[config.mk]
export PLATFORM = sky130hd
export DESIGN_NAME = led_frame_shifter
export DESIGN_NICKNAME = d
export VERILOG_FILES = /design/src/rtl/lfs_pkg.sv /design/src/rtl/lfs_countdown.sv /design/src/rtl/lfs_byte_hold.sv /design/src/rtl/led_frame_shifter.sv
export SDC_FILE = /design/constraint.sdc
export NUM_CORES = 1
export LEC_CHECK = 0
export BUFFER_PORTS_ARGS = -buffer_cell sky130_fd_sc_hd__buf_2
export CAP_MARGIN = 20
export CORE_MARGIN = 4
export CORE_UTILIZATION = 57
export DETAILED_ROUTE_END_ITERATION = 10
export GPL_TIMING_DRIVEN = 0
export PLACE_DENSITY = 0.78
export SYNTH_ARGS = -nofsm -noshare
export SYNTH_HDL_FRONTEND = slang
export SYNTH_HIERARCHICAL = 1
export SYNTH_SLANG_ARGS = --single-unit
[constraint.sdc]
create_clock -name clk -period 2.9 [get_ports clk]
set_clock_uncertainty 0.2 [all_clocks]
set_input_delay 0.58 -clock clk [delete_from_list [all_inputs] [get_ports clk]]
set_output_delay 0.58 -clock clk [all_outputs]
set_load 0.005 [all_outputs]
[src/rtl/lfs_pkg.sv]
package lfs_pkg;
   typedef enum logic [2:0] {
      ST_IDLE  = 3'd0,
      ST_LOW   = 3'd1,
      ST_HIGH  = 3'd2,
      ST_WAIT  = 3'd3,
      ST_LATCH = 3'd4
   } lfs_state_e;
endpackage

[src/rtl/lfs_countdown.sv]
module lfs_countdown #(
   parameter int LEN = 2
) (
   input  logic clk,
   input  logic rst_n,
   input  logic restart,
   output logic done
);
   localparam int CW = (LEN > 1) ? $clog2(LEN) : 1;
   localparam logic [CW-1:0] LOADV = CW'(LEN - 1);

   generate
      if (LEN < 1) begin : g_bad_len
         $error("lfs_countdown: LEN must be at least 1");
      end
   endgenerate

   logic [CW-1:0] cnt_q;

   always_ff @(posedge clk) begin
      if (!rst_n)            cnt_q <= '0;
      else if (restart)      cnt_q <= LOADV;
      else if (cnt_q != '0)  cnt_q <= cnt_q - 1'b1;
   end

   assign done = (cnt_q == '0);
endmodule

[src/rtl/lfs_byte_hold.sv]
module lfs_byte_hold #(
   parameter int W         = 8,
   parameter bit MSB_FIRST = 1'b1
) (
   input  logic         clk,
   input  logic         rst_n,
   input  logic         load,
   input  logic [W-1:0] load_data,
   input  logic         shift,
   output logic         cur_bit,
   output logic         empty,
   output logic         last_bit
);
   localparam int NW = $clog2(W + 1);

   logic [W-1:0]  data_q;
   logic [NW-1:0] left_q;
   logic [W-1:0]  shifted;

   generate
      if (MSB_FIRST) begin : g_msb
         assign cur_bit = data_q[W-1];
         assign shifted = {data_q[W-2:0], 1'b0};
      end else begin : g_lsb
         assign cur_bit = data_q[0];
         assign shifted = {1'b0, data_q[W-1:1]};
      end
   endgenerate

   always_ff @(posedge clk) begin
      if (!rst_n) begin
         data_q <= '0;
         left_q <= '0;
      end else if (load) begin
         data_q <= load_data;
         left_q <= NW'(W);
      end else if (shift && left_q != '0) begin
         data_q <= shifted;
         left_q <= left_q - 1'b1;
      end
   end

   assign empty    = (left_q == '0);
   assign last_bit = (left_q == NW'(1));
endmodule

[src/rtl/led_frame_shifter.sv]
module led_frame_shifter
   import lfs_pkg::*;
#(
   parameter int FRAME_BITS   = 31,
   parameter int BYTE_W       = 8,
   parameter int SCLK_DIV     = 2,
   parameter int LATCH_CYCLES = 3,
   parameter bit MSB_FIRST    = 1'b1
) (
   input  logic              clk,
   input  logic              rst_n,
   input  logic              in_valid,
   input  logic [BYTE_W-1:0] in_data,
   output logic              in_ready,
   input  logic              scroll_tick,
   output logic              ser_clk,
   output logic              ser_data,
   output logic              latch,
   output logic              busy
);
   localparam int FCW = $clog2(FRAME_BITS + 1);
   localparam logic [FCW-1:0] LAST_IDX = FCW'(FRAME_BITS - 1);

   generate
      if (FRAME_BITS < 2)   begin : g_bad_frame $error("FRAME_BITS must be 2 or more"); end
      if (BYTE_W < 2)       begin : g_bad_byte  $error("BYTE_W must be 2 or more"); end
      if (SCLK_DIV < 1)     begin : g_bad_div   $error("SCLK_DIV must be 1 or more"); end
      if (LATCH_CYCLES < 1) begin : g_bad_lat   $error("LATCH_CYCLES must be 1 or more"); end
   endgenerate

   lfs_state_e     state_q;
   logic [FCW-1:0] fbit_q;
   logic           pend_q;

   logic hold_bit, hold_empty, hold_last;
   logic do_load, do_shift;
   logic ph_restart, ph_done;
   logic lt_restart, lt_done;
   logic latch_go;

   assign in_ready = hold_empty && (state_q != ST_WAIT) && (state_q != ST_LATCH);
   assign do_load  = in_valid && in_ready;
   assign do_shift = (state_q == ST_HIGH) && ph_done;
   assign latch_go = (state_q == ST_WAIT) && (pend_q || scroll_tick);

   assign ph_restart = ((state_q == ST_IDLE) && !hold_empty)
                     || ((state_q == ST_LOW) && ph_done)
                     || (do_shift && fbit_q != LAST_IDX && !hold_last);
   assign lt_restart = latch_go;

   lfs_byte_hold #(.W(BYTE_W), .MSB_FIRST(MSB_FIRST)) u_hold (
      .clk       (clk),
      .rst_n     (rst_n),
      .load      (do_load),
      .load_data (in_data),
      .shift     (do_shift),
      .cur_bit   (hold_bit),
      .empty     (hold_empty),
      .last_bit  (hold_last)
   );

   lfs_countdown #(.LEN(SCLK_DIV)) u_phase (
      .clk     (clk),
      .rst_n   (rst_n),
      .restart (ph_restart),
      .done    (ph_done)
   );

   lfs_countdown #(.LEN(LATCH_CYCLES)) u_lwidth (
      .clk     (clk),
      .rst_n   (rst_n),
      .restart (lt_restart),
      .done    (lt_done)
   );

   always_ff @(posedge clk) begin
      if (!rst_n) begin
         state_q <= ST_IDLE;
         fbit_q  <= '0;
      end else begin
         unique case (state_q)
            ST_IDLE:  if (!hold_empty) state_q <= ST_LOW;
            ST_LOW:   if (ph_done)     state_q <= ST_HIGH;
            ST_HIGH:  if (ph_done) begin
                         if (fbit_q == LAST_IDX) begin
                            fbit_q  <= fbit_q + 1'b1;
                            state_q <= ST_WAIT;
                         end else begin
                            fbit_q  <= fbit_q + 1'b1;
                            state_q <= hold_last ? ST_IDLE : ST_LOW;
                         end
                      end
            ST_WAIT:  if (latch_go)    state_q <= ST_LATCH;
            ST_LATCH: if (lt_done) begin
                         fbit_q  <= '0;
                         state_q <= ST_IDLE;
                      end
            default:  state_q <= ST_IDLE;
         endcase
      end
   end

   always_ff @(posedge clk) begin
      if (!rst_n)           pend_q <= 1'b0;
      else if (latch_go)    pend_q <= 1'b0;
      else if (scroll_tick) pend_q <= 1'b1;
   end

   assign ser_clk  = (state_q == ST_HIGH);
   assign ser_data = hold_bit;
   assign latch    = (state_q == ST_LATCH);
   assign busy     = (state_q == ST_LOW) || (state_q == ST_HIGH)
                   || ((state_q == ST_IDLE) && fbit_q != '0);
endmodule

==> summary.txt, run 1 <==
Global routing
  • First-pass GRT wire length: 4905 µm
  • GRT Util Overall: 0.1842
  • Initial antenna violation count: 0
  • Pin count of the biggest net entering global routing: 14
  • Grt total ovfl: 0
  • Number of global-route vias before repair: 1,169

Power and ir drop
  • Reg power frac: 0.502
  • Maximum VDD drop: 0.0003404 V
  • Switch Pwr: 0.0002155 W
  • Cell area power density: 474.1 mW/mm²
  • Clock power frac: 0.241
  • Gate power share: 0.257
  • Sw Ratio: 0.2942
  • Lkg Pwr: 0.5998 nW
  • Cell internal pwr: 0.0005170 W

Routing
  • Via count: 1,172
  • Drt first pass iters: 4
  • Drt wl/cell: 14.40 µm
  • Drt total wl: 2895 µm
  • Iter 0 DRT Violations: 31
  • Vias per cell: 5.831
  • Remaining DRCs: 0
  • Antenna viol nets, final: 0

Run status
  • Status: complete, no violations

STA
  • Fin. max-slew vios: 0
  • Final setup fails: 0
  • Final Hold Violating Endpoints: 0
  • Slew of the pin with the lowest slew margin: 527.2 ps
  • Unrepaired setup endpoints after global routing: false
  • Max_slew headroom: 0.6436
  • Fin Setup TNS: 0 ps
  • F_max: 379.5 MHz
  • Minimum clock period: 2635 ps
  • Setup ws final: 265.1 ps
  • Fin crit share: 0.9086

Yosys
  • Post-synthesis sequential area ratio: 0.3447
  • Cell taking the most area after synthesis: dfxtp_1
  • Area share of the largest cell type after synthesis: 0.3447
  • Main area contributors after synthesis: dfxtp_1 34%, a21boi_2 5.7%, o221a_1 4.8%
  • Syn_nets: 170
  • Yosys reg bits: 24
  • Mapped cell area: 0.001394 mm²
  • Synthesis Warnings: 6
  • Post-synth cell types: 49
  • Post-Synthesis Cells: 153
  • Synth Area per Inst: 9.110 µm²

Setup path
  • Slowest cell on crit path: or3b_4
  • Crit-path max FO: 12
  • Crit path required time: 2120 ps
  • WS Path Type: flop to output pin
  • CP cell instances: inv_1 > ha_1 > or3b_4 > inv_2 > buf_6 > and3_1 > buf_2
  • Top delay family on crit path: simple AND/OR/NAND/NOR gates
  • Arr. time, crit path: 1850 ps
  • Crit path capture type: output pin
  • CP peak stage delay: 390 ps
  • Worst Path Buf+Inv: 4
  • CP startpoint kind: flop

Finish
  • Layout cells sized above 1: 0.2370
  • Most common cell after layout, fill and taps aside: dfxtp_1
  • Register Area: 480.5 µm²
  • Area Growth Syn to Fin: 10.86%
  • Final net count: 191
  • Area of the multi-input gates: 805.8 µm²
  • Fillers: 191
  • Most frequent cells in the layout: 24 x dfxtp_1, 18 x buf_2, 13 x nor2_1
  • Ant diodes: 0
  • Post-Route Utilization: 0.6789

Floorplanning
  • Chip Width: 57.45 µm
  • Chip Height: 57.45 µm
  • Starting density of the core: 0.6124
  • Die area: 0.003301 mm²
  • Core footprint: 0.002276 mm²
  • Row cnt: 17
  • # IOs: 17

CTS
  • Clock transition at path regs: 130 ps
  • Post_cts resized: 0
  • Later-pin clock latency in the skew report: 310 ps
  • CTS max path bufs: 2
  • CTS hold repair buffers: 0
  • Clock Sinks: 24
  • Root Buffer: clkbuf_4
  • H-tree Lvls: 1
  • CTS tree: built
  • Number of buffers created by CTS: 3
  • Post-CTS Setup Repair Bufs: 0

Flow run
  • Max cap viols: 0

Placement
  • Setup WS pre-CTS: 408.0 ps
  • Dpl hpwl: 2126 µm
  • RD Place Congestion: 0.7813
  • Number of port buffers: 16

Hold path
  • Hold crit path type: flop to flop
[sequential cells by signal, indices dropped and copies added (netlist names)]
name / flops
fbit_q: 5
pend_q: 1
state_q: 3
u_hold/data_q: 8
u_hold/left_q: 4
u_lwidth/cnt_q: 2
u_phase/cnt_q: 1
[power by group through the flow]
stage	Sequential [W]	Clock, W	Combinational [W]
4_1_cts	0.000368	0.000182	0.000187
6_report	0.000368	0.000176	0.000188
5_1_grt	0.000372	0.000199	0.000208
2_1_floorplan	0.000371	0	0.000142
3_3_place_gp	0.000374	0	0.000179
3_5_place_dp	0.000374	0	0.000187
[layer usage]
layer	vias to the layer above	routed length, µm	global-route usage
met5	-	0	0
met1	551	1315	0.2253
met4	0	17	0.05960
li1	593	-	-
met2	26	1435	0.3306
met3	2	126	0.02262
[tightest hold or removal path, stage by stage, from the launching register on]
cell and delay (ps):
dfxtp_1 330, o21ai_0 70, a21oi_1 60
[path summary, 6_finish.rpt]
| kind | start | end | slack, ps | depth (start not counted) |
|---|---|---|---|---|
| worst max-delay path | u_hold/left_q[0]$_SDFFE_PP0P_ | in_ready | 270 | 7 |
| worst min-delay path | u_hold/data_q[7]$_SDFFE_PN0P_ | u_hold/data_q[7]$_SDFFE_PN0P_ | 290 | 2 |
| worst max register to register | u_hold/left_q[0]$_SDFFE_PP0P_ | u_hold/data_q[1]$_SDFFE_PN0P_ | 360 | 10 |
| worst min register to register | u_hold/data_q[7]$_SDFFE_PN0P_ | u_hold/data_q[7]$_SDFFE_PN0P_ | 290 | 2 |
[final cells by class]
class / count / area share
Timing Repair Buffer: 16 / 0.05182
Tap cell: 28 / 0.02267
Multi-Input combinational cell: 110 / 0.5215
Buffer: 9 / 0.04534
Sequential cell: 24 / 0.3109
Clock buffer: 4 / 0.02348
Inverter: 10 / 0.02429
[logic make-up (layout without fill, tap and decap cells)]
group | count (synthesis) | in the layout | share of synthesized area
mux | 1 | 1 | 0.007182
flops | 24 | 24 | 0.3447
xor+xnor | 5 | 5 | 0.03142
compound gates | 47 | 47 | 0.2630
fa+ha+maj | 5 | 5 | 0.04488
buf+inv | 19 | 39 | 0.07719
simple gates | 52 | 52 | 0.2316
[through the flow]
step           instances  instance area (µm²)  hold slack (ps)  power [W]
2_1_floorplan        153                 1394            264.4  0.0005130
3_3_place_gp         197                 1509            256.3  0.0005530
3_5_place_dp         197                 1509            271.8  0.0005613
4_1_cts              201                 1545            290.3  0.0007370
5_1_grt              201                 1545            294.0  0.0007777
6_report             201                 1545            292.3  0.0007325
[synth_stat cells (all sizes together)]
cell	count
a21boi	10
clkbuf	1
a211oi	2
nand3b	2
and2	2
or3b	1
nand3	6
nor3	1
a2bb2oi	1
a21oi	8
or3	1
o31ai	1
o211ai	2
nor4	1
nand4	1
nor4bb	1
nor4b	1
buf	8
inv	10
xor2	2
or2b	1
nor3b	2
nand4bb	2
a31oi	2
nor2	13
and3	1
a32o	1
xnor2	3
a311oi	1
nand2	12
o31a	1
dfxtp	24
o221a	6
nor2b	1
and3b	1
o21ai	9
o21a	3
and4bb	1
ha	5
nand2b	1
mux2i	1
Power figures use the tool's default switching activity.
==> run 2: changes to the inputs <==
- CTS_BUF_LIST: unset -> sky130_fd_sc_hd__clkbuf_16
==> run 2 against run 1 <==
Compared with the run above: wire length shrank 1.2%; via count shrank 0.85%; flip-flop and latch count stayed put; global-route usage rose by 0.24 points; final area grew 2.8%; count of clock-buffer cells in the layout shrank 1.
==> summary.txt, run 2 (synthesis results as in run 1) <==
Routing
  • Drt wl/cell: 14.23 µm (was 14.40 µm)
  • Remaining DRCs: 0 (unchanged)
  • Drt first pass iters: 4 (unchanged)
  • Iter 0 DRT Violations: 29 (was 31)
  • Drt total wl: 2861 µm (was 2895 µm)
  • Antenna viol nets, final: 0 (unchanged)
  • Vias per cell: 5.781 (was 5.831)
  • Via count: 1,162 (was 1,172)

Hold path
  • Hold crit path type: flop to flop (unchanged)

Setup path
  • Top delay family on crit path: simple AND/OR/NAND/NOR gates (unchanged)
  • CP cell instances: inv_1 > ha_1 > or3b_4 > inv_2 > buf_6 > and3_1 > buf_2 (unchanged)
  • CP peak stage delay: 390 ps (about the same)
  • Crit path capture type: output pin (unchanged)
  • CP startpoint kind: flop (unchanged)
  • Arr. time, crit path: 1780 ps (was 1850 ps)
  • Worst Path Buf+Inv: 4 (unchanged)
  • WS Path Type: flop to output pin (unchanged)
  • Slowest cell on crit path: or3b_4 (unchanged)
  • Crit path required time: 2120 ps (about the same)
  • Crit-path max FO: 12 (unchanged)

STA
  • Fin Setup TNS: 0 ps (unchanged)
  • F_max: 391.2 MHz (was 379.5 MHz)
  • Final Hold Violating Endpoints: 0 (unchanged)
  • Worst-case hold slack: 279.6 ps (was 292.3 ps)
  • Max_slew headroom: 0.6488 (was 0.6436)
  • Fin. max-slew vios: 0 (unchanged)
  • Slew of the pin with the lowest slew margin: 519.5 ps (was 527.2 ps)
  • Final setup fails: 0 (unchanged)
  • Unrepaired setup endpoints after global routing: false (unchanged)
  • Minimum clock period: 2556 ps (was 2635 ps)
  • Fin crit share: 0.8814 (was 0.9086)

Placement
  • Number of port buffers: 16 (unchanged)
  • Inst Count DP: 197 (unchanged)
  • DP Area: 0.001509 mm² (unchanged)
  • Dpl hpwl: 2126 µm (unchanged)
  • RD Place Congestion: 0.7813 (unchanged)

CTS
  • CTS hold repair buffers: 0 (unchanged)
  • CTS tree: built (unchanged)
  • Post_cts resized: 0 (unchanged)
  • CTS max path bufs: 2 (unchanged)
  • Number of buffers created by CTS: 3 (unchanged)
  • Later-pin clock latency in the skew report: 250 ps (was 310 ps)
  • H-tree Lvls: 1 (unchanged)
  • Clock transition at path regs: 60 ps (was 130 ps)
  • Post-CTS Setup Repair Bufs: 0 (unchanged)
  • Clock Sinks: 24 (unchanged)
  • Root Buffer: clkbuf_16 (was clkbuf_4)

Global routing
  • First-pass GRT wire length: 4905 µm (unchanged)
  • Initial antenna violation count: 0 (unchanged)
  • Grt total ovfl: 0 (unchanged)
  • Pin count of the biggest net entering global routing: 14 (unchanged)
  • Number of global-route vias before repair: 1,155 (was 1,169)
  • GRT Util Overall: 0.1866 (was 0.1842)

Finish
  • Max reg flops: 8 (unchanged)
  • Most frequent cells in the layout: 24 x dfxtp_1, 18 x buf_2, 13 x nor2_1 (unchanged)
  • Cell area after layout: 0.001588 mm² (was 0.001545 mm²)
  • Area Growth Syn to Fin: 13.91% (was 10.86%)
  • Final net count: 191 (unchanged)
  • Ant diodes: 0 (unchanged)
  • Non-filler cells in the finished layout: 201 (unchanged)
  • Register with the most flip-flops: u_hold/data_q (unchanged)
  • Layout cells sized above 1: 0.2312 (was 0.2370)
  • Top flop regs: u_hold/data_q: 8 flops, fbit_q: 5 flops, u_hold/left_q: 4 flops (unchanged)
  • Most common cell after layout, fill and taps aside: dfxtp_1 (unchanged)

Power and ir drop
  • Maximum VDD drop: 0.0003450 V (was 0.0003404 V)
  • Cell area power density: 534.5 mW/mm² (was 474.1 mW/mm²)
  • Lkg Pwr: 0.6174 nW (was 0.5998 nW)
  • Final Power: 0.0008487 W (was 0.0007325 W)

Floorplanning
  • Row cnt: 17 (unchanged)
  • Core footprint: 0.002276 mm² (unchanged)
  • # IOs: 17 (unchanged)
  • Chip Width: 57.45 µm (unchanged)
  • Die area: 0.003301 mm² (unchanged)
  • Chip Height: 57.45 µm (unchanged)
  • Starting density of the core: 0.6124 (unchanged)

Run status
  • Status: complete, no violations (unchanged)

Flow run
  • Max cap viols: 0 (unchanged)
==> run 2: worst register-to-register path, stage by stage, from the launching register on <==
cell and delay, ps:
dfxtp_1 330, inv_1 90, ha_1 160, or3b_4 390, inv_2 80, buf_6 140
and3_1 200, and2_1 210, inv_1 130, clkbuf_4 210, o221a_1 280
==> run 2: per-stage QoR <==
step           setup slack (ps)    util
3_3_place_gp              495.1  0.6630
2_1_floorplan             647.4       -
3_5_place_dp              408.0  0.6630
5_1_grt                   178.7  0.6976
4_1_cts                   349.3  0.6976
6_report                  343.9  0.6976
==> run 2: path summary, 6_finish.rpt <==
kind                                       from                       endpoint  slack (ps)  cells after the start
setup / recovery  u_hold/left_q[0]$_SDFFE_PP0P_                       in_ready         340                      7
setup reg to reg  u_hold/left_q[0]$_SDFFE_PP0P_  u_hold/data_q[1]$_SDFFE_PN0P_         370                     10
hold / removal    u_hold/data_q[7]$_SDFFE_PN0P_  u_hold/data_q[7]$_SDFFE_PN0P_         280                      2
hold reg to reg   u_hold/data_q[7]$_SDFFE_PN0P_  u_hold/data_q[7]$_SDFFE_PN0P_         280                      2
==> run 2: cell type report <==
| class | count | area (µm²) |
|---|---|---|
| Multi-Input combinational cell | 110 | 805.8 |
| Fill cell | 185 | 688.2 |
| Sequential cell | 24 | 480.5 |
| Timing Repair Buffer | 16 | 80.08 |
| Clock buffer | 3 | 75.07 |
| Buffer | 9 | 70.07 |
| Inverter | 10 | 37.54 |
| Tap cell | 28 | 35.03 |
| Clock inverter | 1 | 3.754 |
==> run 2: layer usage <==
metal  GRT usage  wire length (µm)  vias to the layer above  share of wire
li1            -                 -                      592              -
met1      0.2256              1290                      542           0.45
met2      0.3290              1451                       26           0.51
met3     0.02941               106                        2          0.037
met4     0.06954                12                        0         0.0042
met5           0                 0                        -              0
==> run 2: power by group <==
| part | switching (W) | total (W) | internal (W) |
|---|---|---|---|
| registers | 0.0000159 | 0.000368 | 0.000352 |
| logic | 0.0000994 | 0.000188 | 0.0000883 |
| clock network | 0.000109 | 0.000293 | 0.000184 |
| total | 0.000224 | 0.000849 | 0.000624 |
==> run 3: changes to the inputs <==
- CELL_PAD_IN_SITES_DETAIL_PLACEMENT: unset -> 0
- CELL_PAD_IN_SITES_GLOBAL_PLACEMENT: unset -> 1
- CORE_UTILIZATION: 57 -> 43
- HOLD_SLACK_MARGIN: unset -> 0.06
- PLACE_DENSITY: 0.78 -> unset
- PLACE_DENSITY_LB_ADDON: unset -> 0.1
==> run 3 against run 2 <==
Compared with the run above: clock power up 1%; core utilization down 18 points; combinational power about the same; fmax up 2.2%; flip-flop and latch count unchanged; cell count up 8.0%; worst hold slack worse by 5.7 ps; first-iteration DRC count up 66%; count of clock-buffer cells in the layout unchanged; setup slack better by 54 ps.
==> summary.txt, run 3 (synthesis results as in run 1) <==
Run status
  • Status: complete, no violations (unchanged)

Setup path
  • CP cell instances: inv_1 > ha_1 > or3b_4 > inv_2 > buf_6 > and3_1 > buf_2 (unchanged)
  • Worst r2r src: u_hold/left_q[0]$_SDFFE_PP0P_ (unchanged)
  • Worst Path Buf+Inv: 4 (unchanged)
  • Depth of the most critical reg-to-reg path: 11 (was 10)
  • WS Path Type: flop to output pin (unchanged)
  • Slowest cell on crit path: or3b_4 (unchanged)
  • Crit-path max FO: 12 (unchanged)
  • Crit path capture type: output pin (unchanged)
  • CP peak stage delay: 390 ps (about the same)
  • Crit path required time: 2120 ps (about the same)
  • FF-to-FF End: u_hold/left_q[1]$_SDFFE_PP0P_ (was u_hold/data_q[1]$_SDFFE_PN0P_)
  • CP startpoint kind: flop (unchanged)
  • R2R setup slack: 400 ps (was 370 ps)
  • Top delay family on crit path: simple AND/OR/NAND/NOR gates (unchanged)
  • Arr. time, crit path: 1720 ps (was 1780 ps)

Hold path
  • Hold path cells: 2 (unchanged)
  • Hold crit path type: flop to flop (unchanged)
  • Hold_sp: u_hold/data_q[7]$_SDFFE_PN0P_ (unchanged)
  • Worst Hold Path EP: u_hold/data_q[7]$_SDFFE_PN0P_ (unchanged)

Global routing
  • Pin count of the biggest net entering global routing: 14 (unchanged)
  • GRT Util Overall: 0.1510 (was 0.1866)
  • First-pass GRT wire length: 5078 µm (was 4905 µm)
  • Grt total ovfl: 0 (unchanged)
  • Initial antenna violation count: 0 (unchanged)
  • Number of global-route vias before repair: 1,155 (unchanged)

STA
  • F_max: 399.7 MHz (was 391.2 MHz)
  • Fin crit share: 0.8628 (was 0.8814)
  • Slew of the pin with the lowest slew margin: 458.5 ps (was 519.5 ps)
  • Fin. max-slew vios: 0 (unchanged)
  • Final Hold Violating Endpoints: 0 (unchanged)
  • Unrepaired setup endpoints after global routing: false (unchanged)
  • Final setup fails: 0 (unchanged)
  • Max_slew headroom: 0.6901 (was 0.6488)
  • Minimum clock period: 2502 ps (was 2556 ps)
  • Setup ws final: 397.9 ps (was 343.9 ps)
  • Fin Setup TNS: 0 ps (unchanged)

CTS
  • Post-CTS Setup Repair Bufs: 0 (unchanged)
  • Root Buffer: clkbuf_16 (unchanged)
  • CTS max path bufs: 2 (unchanged)
  • Later-pin clock latency in the skew report: 250 ps (about the same)
  • H-tree Lvls: 1 (unchanged)
  • Post_cts resized: 0 (unchanged)
  • Clock transition at path regs: 60 ps (about the same)
  • Clock Sinks: 24 (unchanged)
  • Number of buffers created by CTS: 3 (unchanged)
  • CTS tree: built (unchanged)
  • CTS hold repair buffers: 0 (unchanged)

Placement
  • Number of port buffers: 16 (unchanged)
  • Setup WS pre-CTS: 398.0 ps (was 408.0 ps)
  • Dpl hpwl: 2125 µm (was 2126 µm)
  • RD Place Congestion: 0.8252 (was 0.7813)

Power and ir drop
  • Lkg Pwr: 0.6174 nW (unchanged)
  • Cell area power density: 528.4 mW/mm² (was 534.5 mW/mm²)
  • Maximum VDD drop: 0.0002544 V (was 0.0003450 V)
  • Final Power: 0.0008495 W (was 0.0008487 W)

Routing
  • Via count: 1,168 (was 1,162)
  • Vias per cell: 5.382 (was 5.781)
  • Drt wl/cell: 13.23 µm (was 14.23 µm)
  • Iter 0 DRT Violations: 48 (was 29)
  • Antenna viol nets, final: 0 (unchanged)
  • Remaining DRCs: 0 (unchanged)
  • Drt first pass iters: 4 (unchanged)
  • Drt total wl: 2870 µm (was 2861 µm)

Finish
  • Ant diodes: 0 (unchanged)
  • Register with the most flip-flops: u_hold/data_q (unchanged)
  • Most frequent cells in the layout: 24 x dfxtp_1, 18 x buf_2, 13 x nor2_1 (unchanged)
  • Layout cells sized above 1: 0.2312 (unchanged)
  • Max reg flops: 8 (unchanged)
  • Area Growth Syn to Fin: 15.35% (was 13.91%)
  • Top flop regs: u_hold/data_q: 8 flops, fbit_q: 5 flops, u_hold/left_q: 4 flops (unchanged)
  • Final net count: 191 (unchanged)
  • Most common cell after layout, fill and taps aside: dfxtp_1 (unchanged)
  • Post-Route Utilization: 0.5224 (was 0.6976)

Floorplanning
  • Chip Width: 64.94 µm (was 57.45 µm)
  • Starting density of the core: 0.4528 (was 0.6124)
  • Die area: 0.004217 mm² (was 0.003301 mm²)
  • Core footprint: 0.003078 mm² (was 0.002276 mm²)
  • Row cnt: 20 (was 17)
  • # IOs: 17 (unchanged)
  • Chip Height: 64.94 µm (was 57.45 µm)

Flow run
  • Max cap viols: 0 (unchanged)
==> run 3: cell type report <==
| cell class | instances | area (µm²) |
|---|---|---|
| fill | 309 | 1470 |
| multi-input combinational | 110 | 805.8 |
| sequential | 24 | 480.5 |
| timing repair buffer | 16 | 80.08 |
| clock buffer | 3 | 75.07 |
| buffer | 9 | 70.07 |
| tap | 44 | 55.05 |
| inverter | 10 | 37.54 |
| clock inverter | 1 | 3.754 |
==> run 3: per-stage QoR <==
step	area [µm²]	std cells	hold slack (ps)
after global placement	1529	213	254.4
final	1608	217	273.9
after detailed placement	1529	213	272.6
after CTS	1608	217	278.2
after floorplan	1394	153	264.4
after global routing	1608	217	310.7
==> run 3: worst register-to-register path, stage by stage (launching register included) <==
cell and delay, ps:
dfxtp_1 380, inv_1 70, ha_1 210, or3b_4 250, inv_2 40, buf_6 130, and3_1 150, and2_1 200
inv_1 170, clkbuf_4 240, nand2_1 100, a311oi_1 270
==> run 3: worst max path at each step <==
stage | start | endpoint | slack [ps] | cells after the start
3_5_place_dp | u_hold/left_q[0]$_SDFFE_PP0P_ | u_hold/left_q[1]$_SDFFE_PP0P_ | 400 | 11
4_1_cts | u_hold/left_q[0]$_SDFFE_PP0P_ | in_ready | 380 | 7
2_1_floorplan | u_hold/left_q[0]$_SDFFE_PP0P_ | u_hold/data_q[1]$_SDFFE_PN0P_ | 650 | 10
5_1_grt | u_hold/left_q[0]$_SDFFE_PP0P_ | u_hold/left_q[1]$_SDFFE_PP0P_ | 220 | 11
3_3_place_gp | u_hold/left_q[0]$_SDFFE_PP0P_ | u_hold/data_q[1]$_SDFFE_PN0P_ | 440 | 10
6_report | u_hold/left_q[0]$_SDFFE_PP0P_ | in_ready | 400 | 7
==> run 3: per-layer routing <==
layer,share of wire,vias to the layer above,track usage
met5,0,-,0
met4,0.011,0,0.04222
met3,0.034,4,0.04159
met2,0.52,17,0.2771
met1,0.44,554,0.1684
li1,-,593,-
==> run 3: power breakdown <==
part           switching [W]  leakage, nW  internal, W  total (W)
clock network       0.000113       0.0385     0.000184   0.000297
logic              0.0000974        0.383    0.0000880   0.000185
registers          0.0000153        0.196     0.000352   0.000368
total               0.000225        0.617     0.000624   0.000850
